**config.mk**
```make
export PLATFORM = sky130hd
export DESIGN_NAME = hpkt_recovery_sel
export DESIGN_NICKNAME = d
export VERILOG_FILES = /design/src/rtl/hpkt_pkg.sv /design/src/rtl/hpkt_parser.sv /design/src/rtl/hpkt_classifier.sv /design/src/rtl/hpkt_recovery_sel.sv
export SDC_FILE = /design/constraint.sdc
export NUM_CORES = 1
export LEC_CHECK = 0
export BUFFER_PORTS_ARGS = -buffer_cell sky130_fd_sc_hd__buf_2
export CAP_MARGIN = 20
export CORE_MARGIN = 2
export CORE_UTILIZATION = 50
export CTS_BUF_LIST = sky130_fd_sc_hd__clkbuf_4 sky130_fd_sc_hd__clkbuf_8 sky130_fd_sc_hd__clkbuf_16
export CTS_CLUSTER_DIAMETER = 120
export CTS_CLUSTER_SIZE = 8
export DETAILED_ROUTE_END_ITERATION = 10
export GPL_TIMING_DRIVEN = 1
export PLACE_DENSITY = 0.7
export SETUP_SLACK_MARGIN = 0.1
export SYNTH_ARGS = -nofsm -noshare
export SYNTH_HDL_FRONTEND = slang
export SYNTH_SLANG_ARGS = --single-unit
```
**constraint.sdc**
```tcl
create_clock -name clk_i -period 5 [get_ports clk_i]
set_input_delay 0.25 -clock clk_i [delete_from_list [all_inputs] [get_ports clk_i]]
set_output_delay 0.25 -clock clk_i [all_outputs]
set_load 0.05 [all_outputs]
```
**src/rtl/hpkt_pkg.sv**
```systemverilog
package hpkt_pkg;
  typedef enum logic [1:0] {
    CMD_NONE         = 2'd0,
    CMD_RELOAD       = 2'd1,
    CMD_RESET_RELOAD = 2'd2,
    CMD_POWER_RELOAD = 2'd3
  } rec_cmd_e;

  typedef enum logic [2:0] {
    CAUSE_NONE    = 3'd0,
    CAUSE_SCREECH = 3'd1,
    CAUSE_SEU     = 3'd2,
    CAUSE_TEST    = 3'd3,
    CAUSE_CURRENT = 3'd4
  } cause_e;

  localparam int unsigned HDR_BYTES = 3;
endpackage

```
**src/rtl/hpkt_parser.sv**
```systemverilog
module hpkt_parser
  import hpkt_pkg::*;
#(
  parameter logic [7:0]  UNIT_ID   = 8'h5A,
  parameter int unsigned SIG_BYTES = 4,
  parameter int unsigned SEU_BYTES = 2,
  parameter int unsigned CUR_BYTES = 2,
  localparam int unsigned SIG_W = 8 * SIG_BYTES,
  localparam int unsigned SEU_W = 8 * SEU_BYTES,
  localparam int unsigned CUR_W = 8 * CUR_BYTES
) (
  input  logic             clk_i,
  input  logic             rst_ni,
  input  logic [7:0]       byte_i,
  input  logic             valid_i,
  input  logic             last_i,
  output logic             done_o,
  output logic             frame_ok_o,
  output logic             screech_o,
  output logic [SIG_W-1:0] sig_o,
  output logic [SEU_W-1:0] seu_o,
  output logic [CUR_W-1:0] cur_o
);
  localparam int unsigned PAY_BYTES = SIG_BYTES + SEU_BYTES + CUR_BYTES;
  localparam int unsigned SIG_LO    = HDR_BYTES;
  localparam int unsigned SEU_LO    = SIG_LO + SIG_BYTES;
  localparam int unsigned CUR_LO    = SEU_LO + SEU_BYTES;
  localparam int unsigned CUR_END   = CUR_LO + CUR_BYTES;
  localparam int unsigned CNT_W     = $clog2(HDR_BYTES + 256) + 1;

  logic [CNT_W-1:0] idx_q;
  logic [7:0]       id_q, id_n, len_q, len_n;
  logic             scr_q, scr_n;
  logic [SIG_W-1:0] sig_q, sig_n;
  logic [SEU_W-1:0] seu_q, seu_n;
  logic [CUR_W-1:0] cur_q, cur_n;

  // Next-state view merges the byte of this cycle, so a decision can be
  // taken on the same edge that accepts the last byte.
  always_comb begin
    id_n  = id_q;
    len_n = len_q;
    scr_n = scr_q;
    sig_n = sig_q;
    seu_n = seu_q;
    cur_n = cur_q;
    if (valid_i) begin
      if (idx_q == CNT_W'(0))      id_n  = byte_i;
      else if (idx_q == CNT_W'(1)) len_n = byte_i;
      else if (idx_q == CNT_W'(2)) scr_n = byte_i[0];
      else if (idx_q < CNT_W'(SEU_LO))  sig_n = (sig_q << 8) | SIG_W'(byte_i);
      else if (idx_q < CNT_W'(CUR_LO))  seu_n = (seu_q << 8) | SEU_W'(byte_i);
      else if (idx_q < CNT_W'(CUR_END)) cur_n = (cur_q << 8) | CUR_W'(byte_i);
    end
  end

  always_ff @(posedge clk_i or negedge rst_ni) begin
    if (!rst_ni) begin
      idx_q <= '0;
      id_q  <= '0;
      len_q <= '0;
      scr_q <= 1'b0;
      sig_q <= '0;
      seu_q <= '0;
      cur_q <= '0;
    end else if (valid_i) begin
      id_q  <= id_n;
      len_q <= len_n;
      scr_q <= scr_n;
      sig_q <= sig_n;
      seu_q <= seu_n;
      cur_q <= cur_n;
      if (last_i)              idx_q <= '0;
      else if (idx_q != '1)    idx_q <= idx_q + CNT_W'(1);
    end
  end

  logic hdr_done, id_ok, cnt_ok, kind_ok;
  assign hdr_done = idx_q >= CNT_W'(2);
  assign id_ok    = id_n == UNIT_ID;
  assign cnt_ok   = (idx_q + CNT_W'(1)) == (CNT_W'(HDR_BYTES) + CNT_W'(len_n));
  assign kind_ok  = scr_n || (len_n == 8'(PAY_BYTES));

  assign done_o     = valid_i && last_i;
  assign frame_ok_o = hdr_done && id_ok && cnt_ok && kind_ok;
  assign screech_o  = scr_n;
  assign sig_o      = sig_n;
  assign seu_o      = seu_n;
  assign cur_o      = cur_n;

  AST_IDX_RESTART: assert property (@(posedge clk_i) disable iff (!rst_ni)
    valid_i && last_i |=> idx_q == '0);
  AST_IDX_GAP_HOLD: assert property (@(posedge clk_i) disable iff (!rst_ni)
    !valid_i |=> $stable(idx_q));
endmodule

```
**src/rtl/hpkt_classifier.sv**
```systemverilog
module hpkt_classifier
  import hpkt_pkg::*;
#(
  parameter int unsigned SIG_W = 32,
  parameter int unsigned SEU_W = 16,
  parameter int unsigned CUR_W = 16
) (
  input  logic             screech_i,
  input  logic [SIG_W-1:0] sig_i,
  input  logic [SEU_W-1:0] seu_i,
  input  logic [CUR_W-1:0] cur_i,
  input  logic [SIG_W-1:0] exp_sig_i,
  input  logic [SEU_W-1:0] seu_thr_i,
  input  logic [CUR_W-1:0] cur_lo_i,
  input  logic [CUR_W-1:0] cur_hi_i,
  output rec_cmd_e         cmd_o,
  output cause_e           cause_o
);
  logic cur_bad, sig_bad, seu_bad;
  assign cur_bad = (cur_i < cur_lo_i) || (cur_i > cur_hi_i);
  assign sig_bad = sig_i != exp_sig_i;
  assign seu_bad = seu_i > seu_thr_i;

  // Severity order: power cycle, reset, reload.
  always_comb begin
    if (screech_i) begin
      cmd_o = CMD_RELOAD;       cause_o = CAUSE_SCREECH;
    end else if (cur_bad) begin
      cmd_o = CMD_POWER_RELOAD; cause_o = CAUSE_CURRENT;
    end else if (sig_bad) begin
      cmd_o = CMD_RESET_RELOAD; cause_o = CAUSE_TEST;
    end else if (seu_bad) begin
      cmd_o = CMD_RELOAD;       cause_o = CAUSE_SEU;
    end else begin
      cmd_o = CMD_NONE;         cause_o = CAUSE_NONE;
    end
  end
endmodule

```
**src/rtl/hpkt_recovery_sel.sv**
```systemverilog
module hpkt_recovery_sel
  import hpkt_pkg::*;
#(
  parameter logic [7:0]  UNIT_ID   = 8'h5A,
  parameter int unsigned SIG_BYTES = 4,
  parameter int unsigned SEU_BYTES = 2,
  parameter int unsigned CUR_BYTES = 2,
  localparam int unsigned SIG_W = 8 * SIG_BYTES,
  localparam int unsigned SEU_W = 8 * SEU_BYTES,
  localparam int unsigned CUR_W = 8 * CUR_BYTES
) (
  input  logic             clk_i,
  input  logic             rst_ni,
  input  logic [7:0]       byte_i,
  input  logic             valid_i,
  input  logic             last_i,
  input  logic [SIG_W-1:0] exp_sig_i,
  input  logic [SEU_W-1:0] seu_thr_i,
  input  logic [CUR_W-1:0] cur_lo_i,
  input  logic [CUR_W-1:0] cur_hi_i,
  output logic             rec_valid_o,
  output logic [1:0]       rec_cmd_o,
  output logic [2:0]       cause_o,
  output logic             malformed_o
);
  logic             done, frame_ok, screech;
  logic [SIG_W-1:0] sig;
  logic [SEU_W-1:0] seu;
  logic [CUR_W-1:0] cur;
  rec_cmd_e         cmd;
  cause_e           cause;

  hpkt_parser #(
    .UNIT_ID  (UNIT_ID),
    .SIG_BYTES(SIG_BYTES),
    .SEU_BYTES(SEU_BYTES),
    .CUR_BYTES(CUR_BYTES)
  ) u_parser (
    .clk_i     (clk_i),
    .rst_ni    (rst_ni),
    .byte_i    (byte_i),
    .valid_i   (valid_i),
    .last_i    (last_i),
    .done_o    (done),
    .frame_ok_o(frame_ok),
    .screech_o (screech),
    .sig_o     (sig),
    .seu_o     (seu),
    .cur_o     (cur)
  );

  hpkt_classifier #(
    .SIG_W(SIG_W),
    .SEU_W(SEU_W),
    .CUR_W(CUR_W)
  ) u_classifier (
    .screech_i(screech),
    .sig_i    (sig),
    .seu_i    (seu),
    .cur_i    (cur),
    .exp_sig_i(exp_sig_i),
    .seu_thr_i(seu_thr_i),
    .cur_lo_i (cur_lo_i),
    .cur_hi_i (cur_hi_i),
    .cmd_o    (cmd),
    .cause_o  (cause)
  );

  always_ff @(posedge clk_i or negedge rst_ni) begin
    if (!rst_ni) begin
      rec_valid_o <= 1'b0;
      rec_cmd_o   <= '0;
      cause_o     <= '0;
      malformed_o <= 1'b0;
    end else begin
      rec_valid_o <= done && frame_ok;
      malformed_o <= done && !frame_ok;
      rec_cmd_o   <= (done && frame_ok) ? cmd   : CMD_NONE;
      cause_o     <= (done && frame_ok) ? cause : CAUSE_NONE;
    end
  end

  AST_STROBE_SINGLE: assert property (@(posedge clk_i) disable iff (!rst_ni)
    rec_valid_o |=> !rec_valid_o);
  AST_STROBE_AFTER_LAST: assert property (@(posedge clk_i) disable iff (!rst_ni)
    (rec_valid_o || malformed_o) |-> $past(valid_i && last_i));
  AST_DROP_NO_CMD: assert property (@(posedge clk_i) disable iff (!rst_ni)
    malformed_o |-> (!rec_valid_o && rec_cmd_o == 2'd0));
  AST_IDLE_ZERO: assert property (@(posedge clk_i) disable iff (!rst_ni)
    !rec_valid_o |-> (rec_cmd_o == 2'd0 && cause_o == 3'd0));
  AST_CAUSE_PAIR: assert property (@(posedge clk_i) disable iff (!rst_ni)
    rec_valid_o |-> ((cause_o == 3'd0) == (rec_cmd_o == 2'd0)));
  AST_POWER_CAUSE: assert property (@(posedge clk_i) disable iff (!rst_ni)
    (rec_valid_o && rec_cmd_o == 2'd3) |-> cause_o == 3'd4);
endmodule

```
-- Yosys cells after proc, flatten, opt, wreduce, memory -nomap -nowiden
Index checks and enable logic that the tools add are counted.
- $add $sub $neg: 2
- magnitude comparators: 7
- eq/ne operators: 7
- muxes and demuxes: 39
- bitwise gates (word level): 3
- reduce and logical (&&, ||, !) cells: 12
- operators by type and width (operator ; number):
    $mux W16 ; 13
    $mux W32 ; 5
    $mux W8 ; 5
    $gt A16 B16 Y1 ; 2
    $ne A32 B32 Y1 ; 1
    $or A16 B8 Y16 ; 2
    $or A32 B8 Y32 ; 1
    $lt A10 B4 Y1 const B ; 2
    $mux W10 ; 2
    $lt A16 B16 Y1 ; 1
    $mux W3 ; 4
    $add A10 B1 Y10 const B ; 1
    $eq A10 B1 Y1 const B ; 1
    $eq A10 B10 Y1 ; 1
    $eq A10 B2 Y1 const B ; 1
    $ge A10 B2 Y1 const B ; 1
    $logic_not A10 Y1 ; 1
    $lt A10 B3 Y1 const B ; 1
    $mux W2 ; 5
    $ne A10 B10 Y1 const B ; 1
    $add A2 B8 Y9 const A ; 1
    $eq A8 B4 Y1 const B ; 1
    $eq A8 B7 Y1 const B ; 1
    $logic_and A1 B1 Y1 ; 6
    5 further kinds ; 10
- flip-flop bits (word level): 98
- input port bits: 92
- output and inout bits: 7
- logic and storage cells: 81

-- Logic depth before layout (Yosys ltp)
Gate-level depths: netlist (run 1).
- depth in word-level cells: 13
- mapped depth: 18
- depth with buffers taken out: 15

-- By module
From an unflattened synthesis (run 1), not the netlist that was laid out.
- cell total of the unflattened synthesis: 666
- area, all modules: 6965.4 sq um
- modules (own cells, without submodules) (module ; times used ; cells each ; area each (sq um) ; seq. area each (sq um)):
    hpkt_parser ; 1 ; 436 ; 5165.0 ; 2277.2
    hpkt_classifier ; 1 ; 216 ; 1580.3 ; 0.0
    hpkt_recovery_sel ; 1 ; 14 ; 220.2 ; 175.2

-- Least setup slack after synthesis (run 1)
Ideal clock, no wire load.
- path kind: reg-to-reg
- start: register u_parser.idx_q[0]
- end: register cause_o[0]
- setup time: 0.094 ns
- arrival time: 3.863 ns
- required time: 4.906 ns
- slack: 1.043 ns
- cell stages (with the launch flop): 17
- path buffers: 3
- clock period less this slack: 3.957 ns
- cell sequence: dfrtp_1 -> clkbuf_1 -> inv_1 -> ha_1 -> nor2b_1 -> and2_1 -> and3_1 -> clkbuf_1 -> buf_1 -> mux2_2 -> ha_1 -> a2111oi_0 -> nand2_1 -> o2111ai_1 -> a32oi_1 -> or2_2 -> a211oi_1
- word-level cells in the longest chain between the ends: 13
- elaborated cells between the ends (all ways): 46
- those cells by class: add/sub (2); order compare (6); eq/ne (6); mux (25); reduce/logical (7)
- RTL lines (item ; line ; text):
    start, declared ; hpkt_parser.sv:31 ; logic [CNT_W-1:0] idx_q;
    start signal, assigned ; hpkt_parser.sv:74 ; else if (idx_q != '1) idx_q <= idx_q + CNT_W'(1);
    $lt A10 B4 Y1 ; hpkt_parser.sv:53 ; else if (idx_q < CNT_W'(CUR_END)) cur_n = (cur_q << 8) | CUR_W'(byte_i);
    $mux W16 ; hpkt_parser.sv:53 ;
    $mux W16 ; hpkt_parser.sv:52 ; else if (idx_q < CNT_W'(CUR_LO)) seu_n = (seu_q << 8) | SEU_W'(byte_i);
    $mux W16 ; hpkt_parser.sv:51 ; else if (idx_q < CNT_W'(SEU_LO)) sig_n = (sig_q << 8) | SIG_W'(byte_i);
    $mux W16 ; hpkt_parser.sv:50 ; else if (idx_q == CNT_W'(2)) scr_n = byte_i[0];
    $mux W16 ; hpkt_parser.sv:49 ; else if (idx_q == CNT_W'(1)) len_n = byte_i;
    $mux W16 * ; hpkt_parser.sv:48 ; if (idx_q == CNT_W'(0)) id_n = byte_i;
    $mux W16 * ; hpkt_parser.sv:47 ; if (valid_i) begin
    named net cur[7] ; hpkt_recovery_sel.sv:29 ; logic [CUR_W-1:0] cur;
    $lt A16 B16 Y1 or $gt A16 B16 Y1 (tied branches) ; hpkt_classifier.sv:20 ; assign cur_bad = (cur_i < cur_lo_i) || (cur_i > cur_hi_i);
    $logic_or A1 B1 Y1 * ; hpkt_classifier.sv:20 ;
    $mux W3 * ; hpkt_classifier.sv:28 ; end else if (cur_bad) begin
    $mux W3 * ; hpkt_classifier.sv:26 ; if (screech_i) begin
    $mux W3 * ; hpkt_recovery_sel.sv:79 ; cause_o <= (done && frame_ok) ? cause : CAUSE_NONE;
    end signal, assigned ; hpkt_recovery_sel.sv:79 ;
    end, declared ; hpkt_recovery_sel.sv:23 ; output logic [2:0] cause_o,
Mark *: on every way through the listed nets, which the timed path passes. The rest lies on a longest branch.
A chain may end at the register's enable or synchronous reset.

-- Final worst setup path (run 1)
Ends and elaborated chain as after synthesis.

==> results of run 1 <==
-- registers in the layout, summed over array words and instances (netlist names) --
signal	cells
cause_o	3
malformed_o	1
rec_cmd_o	2
rec_valid_o	1
u_parser.cur_q	16
u_parser.id_q	8
u_parser.idx_q	10
u_parser.len_q	8
u_parser.scr_q	1
u_parser.seu_q	16
u_parser.sig_q	32
-- power by group --
part           internal (uW)  total (uW)  switching, uW
registers                987        1200            216
logic                    438         963            525
clock network            357         684            328
total                   1780        2850           1070
-- cell families (layout without fill, tap and decap cells) --
group	after synthesis	in the layout	share of synthesized area (%)
simple gates	237	237	17.7
buf+inv	118	203	6.53
compound gates	114	114	10.8
flops	98	98	34.7
mux	88	88	13.8
xor+xnor	58	58	7.18
fa+ha+maj	52	52	9.20
-- worst paths after layout --
check	startpoint	endpoint	slack, ps	cells after the start
hold reg to reg	u_parser.sig_q[27]	u_parser.sig_q[27]	500	2
max in group asynchronous	rst_ni	u_parser.scr_q	4010	2
min in group clk_i	valid_i	malformed_o	240	3
hold / removal	rst_ni	u_parser.idx_q[8]	-30	1
setup / recovery	u_parser.idx_q[0]	cause_o[0]	880	16
setup reg to reg	u_parser.idx_q[0]	cause_o[0]	880	16
-- final cells by class --
cell class	count	area share [%]
multi-input cells	549	52.1
flip-flops and latches	98	30.7
repair buffers	106	6.93
inverters	81	3.81
clock buffers	10	2.99
well taps	180	2.82
clock inverters	6	0.627
-- routing by layer --
layer	routed length (um)	vias to the layer above	global-route usage [%]
li1	-	2831	-
met3	912	26	4.29
met1	8150	2744	34.6
met4	299	0	8.76
met5	0	-	0
met2	7830	174	36.4
-- synth_stat cells, drive strengths merged (3+ instances only) --
library cell and n:
a2111oi 5, nor4b 6, inv 81, nand3b 5, ha 52, a21o 3
o31ai 10, xor2 26, nor3b 4, and3 5, nand4b 4, o211ai 5
o22ai 5, a222oi 3, nor2b 16, mux2 72, nand2b 7, clkbuf 28
nand3 11, nand2 94, nand4 19, nor4 15, a21oi 17, o21ai 35
nor3 9, a31oi 6, xnor2 32, nor2 32, buf 9, a211oi 8
mux2i 16, dfrtp 98
-- stage by stage --
stage	setup slack, ps	cells	utilization, %	cell area [um2]
after CTS	903	1030	57.7	7980
after global routing	611	1030	57.7	7980
after floorplan	1040	765	-	7070
after global placement	1020	1014	55.7	7690
after detailed placement	905	1014	55.7	7690
final	884	1030	57.7	7980
-- critical path, cell delays in order, from the launching register on --
cell and delay [ps]:
dfrtp_1 520, inv_1 110, ha_1 260, nor2b_1 280, and2_1 190, and3_1 180
buf_4 370, mux2_2 400, ha_1 300, a211oi_1 210, nor2_1 70, nor3_1 130
nor2_1 60, o211ai_1 170, a32oi_1 150, or2_2 350, a211oi_1 250
==> metrics, run 1 <==
max_cap viols 0; setup TNS 0 ps; post-DR vias/cell between 5 and 6; Post-DP HPWL 12900 um; worst setup path class flop to flop; ant diodes 0; vias in the first global route 5497; f_max 243 MHz; RSZ-0062 raised after global routing false; layout cell share with drive strength beyond 1 24.2%; worst relative slew slack 46.6%; post-CTS sizing 0; IO buf count 98; status finished, violations left; VDD IR-drop max 0.208 mV; routed length per instance around 17 um; Die Y roughly 120 um; CP endpoint kind flop; worst-path maximum fanout 31; Synth area leader dfrtp_1; commonest non-fill, non-tap cell in the layout dfrtp_1; # fillers 1277; post-synthesis sequential area ratio 34.7%; Seq cells post-synth 98; top-area cell type share of the netlist area 34.7%; commonest register cell after synthesis dfrtp_1; Hold WC Path Type input port to asynchronous set/reset pin; via count 5775; mean post-synth cell area 9.24 um2; Multi-input gate area 4160 um2; worst slew pin tran 801 ps; gr usage total 24.1%; Post-Syn Instances 765; CTS tree yes; IO Count 99; clock buffer depth 2; DRC violations left 0; Antenna Violating Nets Remaining 0; gpl congestion about 0.89; data required time of the worst path 5260 ps; Leak 0.00410 uW; most frequent cells in the layout 98 x dfrtp_1, 97 x buf_2, 94 x nand2_1; Power Dens Cells roughly 360 nW/um2; Row Count 43; hold_buf cts 0; asr flop ratio synth 100%; critical path data arrival time roughly 4400 ps; Area contributors post-synth dfrtp_1 35%, mux2_2 11%, ha_1 9.2%, nand2_1 5.0%, inv_1 4.3%; setup bufs post-CTS 0; Clock Tree Root clkbuf_16; CTS sink cnt 98; violated checks hold timing; fin crit period 4120 ps; htree depth 3; Clk pin slew, worst setup/hold paths 80 ps; synth warn 0; final critical-path share of the clock period ~82%; initial DRC count 520; Setup Skew 11.5 ps; Final Power roughly 2900 uW; initial antenna violation count 0; initial core utilization 51.1%; largest net degree at the start of global routing 61; GR Overflow Total 0; Final Max Slew Viols 0; # setup viols final 0; Num CTS Buffers 9; first-pass GRT wire length 28000 um; Post-synth EDFFs 0; Area growth syn-to-layout 12.9%; Routed WL around 17000 um; Synth cell types 64; core area 13800 um2; drt pass-1 iters 5; Hold Worst Slack -26.0 ps; Fin. Hold Viols 25; Seq. cell area about 2500 um2; Post-Syn Nets 909; startpoint types flop; die width 123 um; clock latency at the later pin of the worst-skew pair 360 ps; nets 989; Die ar. 15100 um2; Mapped Area 7070 um2
Note: power is estimated with default switching activity, not from simulation.
==> run 2, diff against run 1 <==
- PLACE_DENSITY: 0.7 -> 0.73
- clock period: 5 -> 3.7 ns (I/O delays scaled with it)
==> run 2 against run 1 <==
  * Sequential power rose by 36%
  * Largest cell class unchanged
  * The flow now finishes without violations
  * Maximum frequency is 20% higher
  * Largest power group unchanged
  * Flip-flop and latch count did not move
  * Via count increased by 2.0%
  * Worst hold slack better by 190 ps
  * Sequential share of layout area is 1.1 points lower
  * Clock power grew 46%
==> metrics, run 2 (synthesis results as in run 1) <==
Die Y 123 um (unchanged); most frequent cells in the layout 97 x dfrtp_1, 97 x buf_2, 94 x nand2_1; worst relative slew slack 34.4% (-12 points); Final Max Slew Viols 0 (unchanged); critical path launch point u_parser.idx_q[0]; worst setup path class flop to flop; grt met3 use 5.77% (+1.5 points); status finished clean; Clock Tree Root clkbuf_16; CP endpoint kind flop; Worst R2R End cause_o[0]; Antenna Violating Nets Remaining 0 (unchanged); htree depth 3 (unchanged); CTS tree yes; # fillers 1215 (-4.9%); via count 5892 (+2.0%); # setup viols final 0 (unchanged); Non-Filler Instances 1054 (+2.3%); initial core utilization 51.1% (unchanged); cell count of the worst reg-to-reg path 15 (-1); core area 13800 um2 (unchanged); worst-path maximum fanout 16 (-48%); Fin. Hold Viols 0 (-100%); Seq. cell area 2450 um2 (about the same); dpl cells 1030 (+1.6%); drt pass-1 iters 8 (+3); DRC violations left 0 (unchanged); startpoint types flop; worst slew pin tran 980 ps (+180 ps); die width 123 um (unchanged); gr usage total 25.0% (+0.92 points); clock buffer depth 2 (unchanged); Post-DP HPWL 13600 um (+5.4%); data required time of the worst path 3990 ps (-1270 ps); fin crit period 3440 ps (-677 ps); Num CTS Buffers 9 (unchanged); largest net degree at the start of global routing 54 (-11%); clock latency at the later pin of the worst-skew pair 370 ps (about the same); Setup Skew 9.30 ps (-2.22 ps); Row Count 43 (unchanged); Reg-to-Reg Start u_parser.idx_q[0]; initial DRC count 435 (-16%); Routed WL 18000 um (+4.4%); Setup crit end cause_o[0]; met2 Use GR 41.0% (+4.7 points); met1 GRT Util 33.2% (-1.4 points); busiest grt layer met2; Hold WC Path Type input port to flop; Area growth syn-to-layout 17.1%; gpl congestion 0.875 (-1.9%); Leak 0.00425 uW (+3.8%); max FFs per register 32 (unchanged); setup TNS 0 ps (unchanged); max_cap viols 0 (unchanged); IO Count 99 (unchanged); largest registers u_parser.sig_q x32, u_parser.cur_q x16, u_parser.seu_q x16; r2r setup slk 260 ps (-620 ps); GR Overflow Total 0 (unchanged); final core occ 59.9% (+2.2 points); vias in the first global route 5850 (+6.4%); critical path data arrival time 3730 ps (-640 ps); RSZ-0062 raised after global routing false; first-pass GRT wire length 29000 um (+3.6%); final critical-path share of the clock period 92.9% (+11 points); ant diodes 0 (unchanged); VDD IR-drop max 0.263 mV (+26%); layout cell share with drive strength beyond 1 27.2% (+3.0 points); Clk pin slew, worst setup/hold paths 80 ps (about the same); initial antenna violation count 0 (unchanged); Die ar. 15100 um2 (unchanged); post-DR vias/cell 5.59 (-0.30%); CTS sink cnt 98 (unchanged); routed length per instance 17.0 um (+2.1%); IO buf count 98 (unchanged); f_max 291 MHz (+20%); Power Dens Cells 482 nW/um2 (+35%); Multi-input gate area 4210 um2 (+1.2%); nets 1013 (+2.4%); Reg with most FFs u_parser.sig_q
run 2: final cells by class:
class	instances	share of cell area, %
Sequential cell	98	29.6
Clock buffer	9	2.72
Tap cell	180	2.72
Multi-Input combinational cell	549	50.8
Inverter	81	3.67
Timing Repair Buffer	130	9.40
Clock inverter	7	1.04
run 2: critical path, stage by stage (launching register included):
cell	delay, ps
dfrtp_1	400
buf_4	160
ha_1	230
nor3b_2	160
and3_4	220
buf_12	150
mux2_2	360
ha_1	300
a211oi_1	200
nor2_1	70
nor3_1	130
nor2_1	60
o211ai_1	240
a32oi_2	170
or2_4	290
a211oi_2	210
run 2: through the flow:
step	hold WS, ps	instance area [um2]	power (uW)	setup WS, ps
final	159	8280	3990	261
after global routing	161	8280	4260	105
after CTS	150	8180	3980	100
after detailed placement	275	7840	2970	31.6
after global placement	269	7840	2920	160
after floorplan	-111	7080	2540	101
run 2: what timing repair did:
action	4_1_cts	5_1_grt
hold buffers	1	0
endpoints found under the hold margin	51	0
pin swaps	0	5
cloned	0	1
resized for setup	0	13
setup buffers	2	4
setup endpoints to repair	1	6
run 2: worst min path at each step:
| stage | from | to | slack, ps | depth (start not counted) |
|---|---|---|---|---|
| floorplan | rst_ni | cause_o[0] | -110 | 0 |
| global placement | rst_ni | u_parser.sig_q[18] | 270 | 1 |
| detailed placement | rst_ni | u_parser.sig_q[18] | 270 | 1 |
| CTS | valid_i | malformed_o | 150 | 3 |
| global route | valid_i | malformed_o | 160 | 3 |
| finish | valid_i | malformed_o | 160 | 3 |
run 2: routing by layer:
metal | vias to the layer above | wire length, um | share of wire (%)
met5 | - | 0 | 0
met3 | 36 | 971 | 5.4
met2 | 179 | 8550 | 48
met1 | 2793 | 8110 | 45
li1 | 2884 | - | -
met4 | 0 | 325 | 1.8
run 2: report_power, final:
part | internal (uW) | switching [uW] | total (uW)
Combinational | 622 | 736 | 1360
Clock | 538 | 464 | 1000
Sequential | 1330 | 297 | 1630
